`config.mk`:
```
export PLATFORM = sky130hd
export DESIGN_NAME = tx_byte_queue
export DESIGN_NICKNAME = d
export VERILOG_FILES = /design/src/rtl/txq_pkg.sv /design/src/rtl/txq_store.sv /design/src/rtl/txq_limit.sv /design/src/rtl/txq_flags.sv /design/src/rtl/tx_byte_queue.sv
export SDC_FILE = /design/constraint.sdc
export NUM_CORES = 1
export LEC_CHECK = 0
export ABC_AREA = 1
export BUFFER_PORTS_ARGS = -buffer_cell sky130_fd_sc_hd__clkbuf_2
export CORE_MARGIN = 10
export CORE_UTILIZATION = 25
export CTS_CLUSTER_SIZE = 10
export DETAILED_ROUTE_END_ITERATION = 10
export SLEW_MARGIN = 20
export SYNTH_ARGS = -nofsm -noshare
export SYNTH_HDL_FRONTEND = slang
export SYNTH_SLANG_ARGS = --single-unit
export TNS_END_PERCENT = 5
```
`constraint.sdc`:
```
create_clock -name clk -period 6.2 [get_ports clk]
set_input_delay 0.62 -clock clk [delete_from_list [all_inputs] [get_ports clk]]
set_output_delay 0.62 -clock clk [all_outputs]
set_load 0.01 [all_outputs]
```
`src/rtl/txq_pkg.sv`:
```
package txq_pkg;

    // Registered flag state of the queue
    typedef struct packed {
        logic empty;   // level at or below low-water mark
        logic fin;     // queue drained after a send
        logic irq;     // pending transmit interrupt
        logic dma;     // one-cycle refill request
    } txq_flag_t;

    // Low-water mark for a select value: base halved per step
    function automatic int unsigned txq_mark(input int unsigned base, input int unsigned sel);
        return base >> sel;
    endfunction

endpackage

```
`src/rtl/txq_store.sv`:
```
module txq_store #(
    parameter int DEPTH = 16,
    parameter int DW    = 8,
    localparam int CW   = $clog2(DEPTH + 1),
    localparam int PW   = (DEPTH > 1) ? $clog2(DEPTH) : 1
) (
    input  logic          clk,
    input  logic          rst_n,
    input  logic          clr,
    input  logic          push,
    input  logic          pop,
    input  logic [DW-1:0] din,
    output logic [DW-1:0] dout,
    output logic          dout_vld,
    output logic [CW-1:0] level,
    output logic [CW-1:0] level_nx
);

    localparam logic [PW-1:0] LAST_PTR = PW'(DEPTH - 1);

    typedef struct packed {
        logic [PW-1:0] head;
        logic [PW-1:0] tail;
        logic [CW-1:0] cnt;
        logic [DW-1:0] dq;
        logic          vld;
    } st_t;

    st_t st_q, st_d;
    logic [DW-1:0] mem [DEPTH];

    function automatic logic [PW-1:0] bump(input logic [PW-1:0] p);
        return (p == LAST_PTR) ? '0 : p + PW'(1);
    endfunction

    always_comb begin
        st_d     = st_q;
        st_d.vld = 1'b0;
        if (clr) begin
            st_d.head = '0;
            st_d.tail = '0;
            st_d.cnt  = '0;
        end else begin
            if (pop) begin
                st_d.dq   = mem[st_q.head];
                st_d.vld  = 1'b1;
                st_d.head = bump(st_q.head);
            end
            if (push) begin
                st_d.tail = bump(st_q.tail);
            end
            st_d.cnt = st_q.cnt + CW'(push) - CW'(pop);
        end
    end

    always_ff @(posedge clk or negedge rst_n) begin
        if (!rst_n) begin
            st_q <= '0;
        end else begin
            st_q <= st_d;
        end
    end

    always_ff @(posedge clk) begin
        if (push && !clr) begin
            mem[st_q.tail] <= din;
        end
    end

    assign dout     = st_q.dq;
    assign dout_vld = st_q.vld;
    assign level    = st_q.cnt;
    assign level_nx = st_d.cnt;

    // a pop never happens on an empty queue
    assert_pop_has_data_R2: assert property (@(posedge clk) disable iff (!rst_n)
        (pop && !clr) |-> (st_q.cnt != '0));

endmodule

```
`src/rtl/txq_limit.sv`:
```
module txq_limit #(
    parameter int DEPTH    = 16,
    parameter int SW       = 2,
    parameter int THR_BASE = 8,
    localparam int CW      = $clog2(DEPTH + 1),
    localparam int NSEL    = 1 << SW
) (
    input  logic [SW-1:0] sel,
    input  logic [CW-1:0] level_now,
    input  logic [CW-1:0] level_nx,
    output logic          above_now,
    output logic          above_nx,
    output logic          zero_now,
    output logic          zero_nx
);

    logic [CW-1:0] mark_tab [NSEL];

    for (genvar g = 0; g < NSEL; g++) begin : g_mark
        assign mark_tab[g] = CW'(txq_pkg::txq_mark(THR_BASE, g));
    end

    logic [CW-1:0] mark;
    assign mark      = mark_tab[sel];
    assign above_now = level_now > mark;
    assign above_nx  = level_nx > mark;
    assign zero_now  = level_now == '0;
    assign zero_nx   = level_nx == '0;

endmodule

```
`src/rtl/txq_flags.sv`:
```
module txq_flags (
    input  logic clk,
    input  logic rst_n,
    input  logic clr,
    input  logic pop,
    input  logic push_dma,
    input  logic irq_en,
    input  logic sts_wr,
    input  logic sts_end_val,
    input  logic sts_empty_val,
    input  logic above_now,
    input  logic above_nx,
    input  logic zero_now,
    input  logic zero_nx,
    output logic flag_empty,
    output logic flag_end,
    output logic irq,
    output logic dma_req
);

    import txq_pkg::*;

    txq_flag_t f_q, f_d;

    always_comb begin
        f_d     = f_q;
        f_d.dma = 1'b0;
        // software clears, honoured only once the condition is gone
        if (sts_wr) begin
            if (!sts_end_val && !zero_now) begin
                f_d.fin = 1'b0;
            end
            if (!sts_empty_val && above_now) begin
                f_d.empty = 1'b0;
                f_d.irq   = 1'b0;
            end
        end
        // a send that reaches the low-water mark
        if (pop && !above_nx) begin
            f_d.empty = 1'b1;
            f_d.dma   = 1'b1;
            if (irq_en) begin
                f_d.irq = 1'b1;
            end
        end
        if (pop && zero_nx) begin
            f_d.fin = 1'b1;
        end
        // DMA refill clears automatically
        if (push_dma) begin
            f_d.fin = 1'b0;
            if (above_nx) begin
                f_d.empty = 1'b0;
                f_d.irq   = 1'b0;
            end
        end
        if (clr) begin
            f_d.empty = 1'b1;
            f_d.fin   = 1'b1;
            f_d.irq   = irq_en;
            f_d.dma   = irq_en;
        end
        if (!irq_en) begin
            f_d.irq = 1'b0;
        end
    end

    always_ff @(posedge clk or negedge rst_n) begin
        if (!rst_n) begin
            f_q <= '{empty: 1'b1, fin: 1'b1, irq: 1'b0, dma: 1'b0};
        end else begin
            f_q <= f_d;
        end
    end

    assign flag_empty = f_q.empty;
    assign flag_end   = f_q.fin;
    assign irq        = f_q.irq && irq_en;
    assign dma_req    = f_q.dma;

    assert_empty_at_mark_R4: assert property (@(posedge clk) disable iff (!rst_n)
        (pop && !above_nx) |=> f_q.empty);

    assert_end_only_when_drained_R5: assert property (@(posedge clk) disable iff (!rst_n)
        $rose(f_q.fin) |-> zero_now);

    assert_dma_write_clears_end_R6: assert property (@(posedge clk) disable iff (!rst_n)
        (push_dma && !clr) |=> !f_q.fin);

    assert_irq_needs_enable_R10: assert property (@(posedge clk) disable iff (!rst_n)
        $rose(f_q.irq) |-> $past(irq_en));

endmodule

```
`src/rtl/tx_byte_queue.sv`:
```
module tx_byte_queue #(
    parameter int DEPTH    = 16,
    parameter int DW       = 8,
    parameter int SW       = 2,
    parameter int THR_BASE = 8,
    localparam int CW      = $clog2(DEPTH + 1)
) (
    input  logic          clk,
    input  logic          rst_n,
    input  logic          wr_en,
    input  logic          wr_from_dma,
    input  logic [DW-1:0] wr_data,
    input  logic          frame_tick,
    input  logic          tx_en,
    input  logic [SW-1:0] thr_sel,
    input  logic          fifo_clr,
    input  logic          irq_en,
    input  logic          sts_wr,
    input  logic          sts_end_val,
    input  logic          sts_empty_val,
    output logic [DW-1:0] tx_data,
    output logic          tx_valid,
    output logic [CW-1:0] level,
    output logic          flag_empty,
    output logic          flag_end,
    output logic          irq,
    output logic          dma_req
);

    localparam logic [CW-1:0] FULL_LVL = CW'(DEPTH);

    logic          push_ok, pop_ok, push_dma;
    logic [CW-1:0] level_nx;
    logic          above_now, above_nx, zero_now, zero_nx;

    assign push_ok  = wr_en && !fifo_clr && (level != FULL_LVL);
    assign pop_ok   = frame_tick && tx_en && !fifo_clr && (level != '0);
    assign push_dma = push_ok && wr_from_dma;

    txq_store #(.DEPTH(DEPTH), .DW(DW)) u_store (
        .clk      (clk),
        .rst_n    (rst_n),
        .clr      (fifo_clr),
        .push     (push_ok),
        .pop      (pop_ok),
        .din      (wr_data),
        .dout     (tx_data),
        .dout_vld (tx_valid),
        .level    (level),
        .level_nx (level_nx)
    );

    txq_limit #(.DEPTH(DEPTH), .SW(SW), .THR_BASE(THR_BASE)) u_limit (
        .sel       (thr_sel),
        .level_now (level),
        .level_nx  (level_nx),
        .above_now (above_now),
        .above_nx  (above_nx),
        .zero_now  (zero_now),
        .zero_nx   (zero_nx)
    );

    txq_flags u_flags (
        .clk           (clk),
        .rst_n         (rst_n),
        .clr           (fifo_clr),
        .pop           (pop_ok),
        .push_dma      (push_dma),
        .irq_en        (irq_en),
        .sts_wr        (sts_wr),
        .sts_end_val   (sts_end_val),
        .sts_empty_val (sts_empty_val),
        .above_now     (above_now),
        .above_nx      (above_nx),
        .zero_now      (zero_now),
        .zero_nx       (zero_nx),
        .flag_empty    (flag_empty),
        .flag_end      (flag_end),
        .irq           (irq),
        .dma_req       (dma_req)
    );

    assert_no_overflow_R3: assert property (@(posedge clk) disable iff (!rst_n)
        level <= FULL_LVL);

    assert_full_write_dropped_R3: assert property (@(posedge clk) disable iff (!rst_n)
        (wr_en && level == FULL_LVL && !pop_ok && !fifo_clr) |=> level == FULL_LVL);

    assert_send_gated_R2: assert property (@(posedge clk) disable iff (!rst_n)
        tx_valid |-> $past(frame_tick && tx_en));

    assert_cpu_write_keeps_flags_R7: assert property (@(posedge clk) disable iff (!rst_n)
        (push_ok && !wr_from_dma && !pop_ok && !sts_wr)
            |=> ($stable(flag_empty) && $stable(flag_end)));

    assert_clear_empties_R8: assert property (@(posedge clk) disable iff (!rst_n)
        fifo_clr |=> (level == '0 && flag_empty && flag_end));

endmodule

```
* Word-level counts from Yosys, hierarchy flattened
Memories as Yosys holds them, arrays and structs flattened. A register that Yosys moved wholly into a read port is not among the register bits.
Index checks and enable logic that the tools add are counted.
** Cells by class
- Add/subtract/negate cells :: 4
- Magnitude comparators :: 3
- Equality and inequality tests :: 3
- Multiplexer cells :: 25
- Bitwise logic cells :: 2
- Reduce and logical (&&, ||, !) cells :: 27
** Operators with widths (count)
- $mux W4 :: 5
- $mux W1 :: 13
- $mux W13 :: 1
- $logic_and A1 B1 Y1 :: 12
- $bmux W5 S2 :: 1
- $gt A5 B5 Y1 :: 2
- $logic_not A5 Y1 :: 2
- $mux W5 :: 2
- $add A4 B1 Y4 const B :: 2
- $eq A4 B4 Y1 const B :: 2
- $reduce_bool A4 Y1 :: 2
- $logic_not A1 Y1 :: 6
- $mux W3 :: 2
- $add A5 B1 Y5 :: 1
- $ne A5 B5 Y1 const B :: 1
- $reduce_bool A5 Y1 :: 1
- $sub A5 B1 Y5 :: 1
- $reduce_and A2 Y1 :: 2
- $reduce_bool A2 Y1 :: 2
- $ge A3 B3 Y1 const B :: 1
- $not A2 Y3 :: 1
- $mux W2 :: 1
- $not A1 Y1 :: 1
** Storage, ports and cells
- Bits in registers :: 18
- Bits in writable memories :: 128
- Memories kept :: 1
** Memories
- u_store.mem :: words 16, width 8, read ports 1, clocked after Yosys merged registers in 1, write ports 1, RTL line txq_store.sv:30 : logic [DW-1:0] mem [DEPTH];

* Depth between registers and ports, before layout
- Depth after elaboration :: 14
- Gate-level depth with buffers :: 23
- Mapped depth without buffers :: 23

* Modules after synthesis
A second synthesis with hierarchy kept.
** Second synthesis, totals
- Cell total of the unflattened synthesis :: 678
- Area, all modules :: 6962.9 um^2
** By module, submodules not included
- txq_store :: instances 1, cells each 584, area an instance 6402.4 um^2
- txq_limit :: instances 1, cells each 49, area an instance 286.5 um^2
- txq_flags :: instances 1, cells each 31, area an instance 214.0 um^2
- tx_byte_queue :: instances 1, cells each 14, area an instance 60.1 um^2

* Worst setup path before layout
Ideal clock, no wire load.
- Path type :: input-to-reg
- Start :: input port frame_tick
- End :: register u_flags.f_q[1] in the netlist's numbering
- Data arrival time :: 2.998 ns
- Data required time :: 6.137 ns
- Setup slack :: 3.140 ns
- Stages :: 21
- Path through :: nand2_1 > nor2_1 > nand2_1 > clkbuf_1 > nand2_1 > nand2_1 > ha_1 > fa_1 > or2_2 > nand3_1 > inv_1 > ha_1 > nand2_1 > inv_1 > o21ai_0 > nand2_1 > nand2_1 > nand2_1 > a21oi_1 > nand2_1 > inv_1
** RTL lines
- from (decl) :: RTL line tx_byte_queue.sv:13 : input logic frame_tick,
- to (signal assigned) :: RTL line txq_flags.sv:70 : f_q <= '{empty: 1'b1, fin: 1'b1, irq: 1'b0, dma: 1'b0};
- to (decl) :: RTL line txq_flags.sv:23 : txq_flag_t f_q, f_d;

==> impl_metrics.toml <==
[critical_path]
cp-end-kind = "flop"
cp-start-kind = "flop"
cp.arrival_ns = 4.24
path_max_fanout = 15
critical_path.top_delay_family = "simple AND/OR/NAND/NOR gates"
cp_common_cell = "nand2_1"
slowest_delay_ns = 0.41
path_cells = "inv_1 -> ha_1 -> nand4_1 -> nand2_1 -> inv_1 -> nand2_1 -> nand2_1 -> ha_1 -> fa_1 -> or2_2 -> nand3_1 -> inv_1 -> ha_1 -> nand2_1 -> inv_1 -> o21ai_0 -> nand2_1 -> nand2_1 -> nand2_1 -> a21oi_1 -> nand2_1 -> inv_1"
cp_num_buf_inv = 5
r2r-end = "u_flags.f_q[1]"
critical_path_depth = 22
setup.worst_path.end = "u_flags.f_q[1]"
regToRegSetupSlack_ns = 2.33
cp.required_ns = 6.57
rr_worst_depth = 22
path_class = "reg -> reg"
slowest_stage = "dfrtp_1"
startpoint = "u_store.level[3]"
r2r-start = "u_store.level[3]"

[clock_network]
worstSkewPairLatency_ns = 0.42
numClockSinks = 154
cts_tree = "yes"
postCtsSetupBuffers = 0
cts-root-buf = "clkbuf_16"
cts_buffer_depth = 2
htreeDepth = 4
post_cts_resized = 0
cts_buffers = 17
holdBufCountCts = 0
path_clk_slew_ns = 0.06

[synth]
netlist_instances = 633
async_flop_share_pct = 16.9
yosys_warnings = 0
yosysMostFrequentCell = "nor2_1"
synth_area_leaders = "edfxtp_1, dfrtp_1, nor2_1, nand2_1, nand3_1"
synth-main-ff-cell = "edfxtp_1"
synth_top_area_share_pct = 56.2
ys_types = 27
syn-cell-area_sq_um = 6850
synth-edff-count = 128
synth_top_area_cell = "edfxtp_1"
ys_ff_latch = 154
synth_commonest_cells = "nor2_1, edfxtp_1, nand2_1"
syn-num-nets = 673
yosysSeqAreaShare_pct = 65.7
avgSynthCellArea_sq_um = 10.8

[detailed_routing]
vias = 4501
routed_wl_mm = 15.8
dr.pass1.iters = 5
drt-initial-drc-count = 332
drc = 0
ant_nets = 0
via_per_inst = 4.47
wl_per_cell_um = 15.7

[die]
initial_core_util_pct = 25.4
rows = 60
dieHeight_um = 185
die_w_um = 185
die_area_sq_um = 34400
core_area_sq_um = 27000
ios = 39

[worst_hold_path]
hold_class = "in -> async"

[pwr]
power_mw = 2.86
powerDensity_nw_per_um2 = 365
power.internal_mw = 2.01
comb_power_share_pct = 20.3
ir_worst_vdd_mv = 0.203
p_switching_mw = 0.848
clockPowerShare_pct = 36.8
p_leak_nw = 2.95
p_sw_share_pct = 29.7
seqPwrFrac_pct = 42.9

[sta]
final-hold-violation-count = 0
setup_viol = 0
worstMarginPinSlew_ns = 1.08
rsz0062_at_grt = "no"
fmax_mhz = 258
period_share_pct = 62.4
drv_slew = 0
skew_ns = 0.0103
slew-limit-headroom_pct = 28.0
worst_slack_ns = 2.33
period_needed_ns = 3.87
setup-tns-final_ns = 0

[final_layout]
nets = 693
design_area_sq_um = 7820
diodes = 0
area_growth_pct = 14.2
drive_gt1_share_pct = 11.6

[job]
cap_viol_max_count = 0

[placement]
gp_congestion = 0.821
io_buffers = 38
placed_area_sq_um = 7220
hpwlAfterDp_mm = 10.1
post-place-ws_ns = 2.27

[grt]
grt_overflow = 0
grt_pass1_wl_mm = 24.5
grt_pass1_vias = 4350
grt_max_degree = 70
grt_use_total_pct = 9.28
antenna_found_initial = 0

[status]
status = "finished clean"
==> power groups by stage <==
stage | clock network, mW | logic, mW | registers, mW
global placement | 0 | 0.578 | 1.25
floorplan | 0 | 0.453 | 1.24
CTS | 1.06 | 0.589 | 1.23
global route | 1.11 | 0.657 | 1.23
detailed placement | 0 | 0.587 | 1.25
finish | 1.05 | 0.579 | 1.23
==> cells by family after synthesis <==
family / share of synthesized area [%]
XOR/XNOR: 0.128
flip-flops: 65.7
buffers and inverters: 5.92
AND/OR/NAND/NOR: 16.7
adder cells (fa/ha/maj): 3.58
AO/OA/AOI/OAI: 7.95
==> metrics by stage <==
stage / cells / hold WS (ns) / util [%]
after global placement: 975 / 0.471 / 26.8
after detailed placement: 975 / 0.468 / 26.8
after global routing: 1007 / 0.262 / 29.0
after floorplan: 633 / 0.324 / -
final: 1007 / 0.215 / 29.0
after CTS: 1007 / 0.236 / 29.0
==> layout make-up <==
| cell class | instances | area, sq um |
|---|---|---|
| repair buffers | 40 | 205 |
| flip-flops and latches | 154 | 4500 |
| clock inverters | 14 | 170 |
| multi-input cells | 401 | 1940 |
| clock buffers | 18 | 429 |
| fillers | 2721 | 19100 |
| inverters | 39 | 146 |
| well taps | 341 | 427 |
==> metal layers <==
metal / share of wire [%] / global-route usage (%) / wire, um
met4: 2.2 / 4.39 / 345
met3: 3.3 / 1.46 / 526
met1: 42 / 10.7 / 6680
met2: 52 / 16.5 / 8240
met5: 0 / 0 / 0
==> registers in the layout (all words and copies together) (netlist names) <==
register	cells
u_store.level	5
u_store.st_q	8
u_flags.dma_req	1
u_store.dout_vld	1
u_flags.flag_empty	1
u_flags.flag_end	1
u_flags.f_q	1
u_store.mem	128
u_store.dout	8
==> layout by cell type, fill, tap and decap left out, drive strengths merged, types with 3 or more instances in the layout <==
cell type,count
nor2,139
inv,40
a21oi,7
ha,18
o21ai,71
edfxtp,128
nand4,6
clkbuf,56
clkinv,8
nand3,53
nand2,83
bufinv,3
dfrtp,24
o211ai,16
==> worst min-delay path by stage <==
| stage | start | endpoint | slack (ns) | cells after the start |
|---|---|---|---|---|
| 6_report | rst_n | u_store.dout[7] | 0.22 | 1 |
| 5_1_grt | rst_n | u_store.dout[7] | 0.26 | 1 |
| 4_1_cts | rst_n | u_store.dout[0] | 0.24 | 1 |
| 3_5_place_dp | u_store.dout[7] | u_store.dout[7] | 0.47 | 2 |
| 3_3_place_gp | u_store.dout[0] | u_store.dout[0] | 0.47 | 2 |
| 2_1_floorplan | rst_n | u_flags.dma_req | 0.32 | 0 |
==> worst register-to-register path, stage by stage (launching register included) <==
cell and delay, ns:
dfrtp_1 0.41, inv_1 0.11, ha_1 0.17, nand4_1 0.13, nand2_1 0.37, inv_1 0.32, nand2_1 0.22, nand2_1 0.07
ha_1 0.22, fa_1 0.40, or2_2 0.29, nand3_1 0.09, inv_1 0.06, ha_1 0.28, nand2_1 0.06, inv_1 0.04
o21ai_0 0.06, nand2_1 0.07, nand2_1 0.12, nand2_1 0.08, a21oi_1 0.13, nand2_1 0.07, inv_1 0.05
No activity file was read; power rests on OpenSTA's default activity.
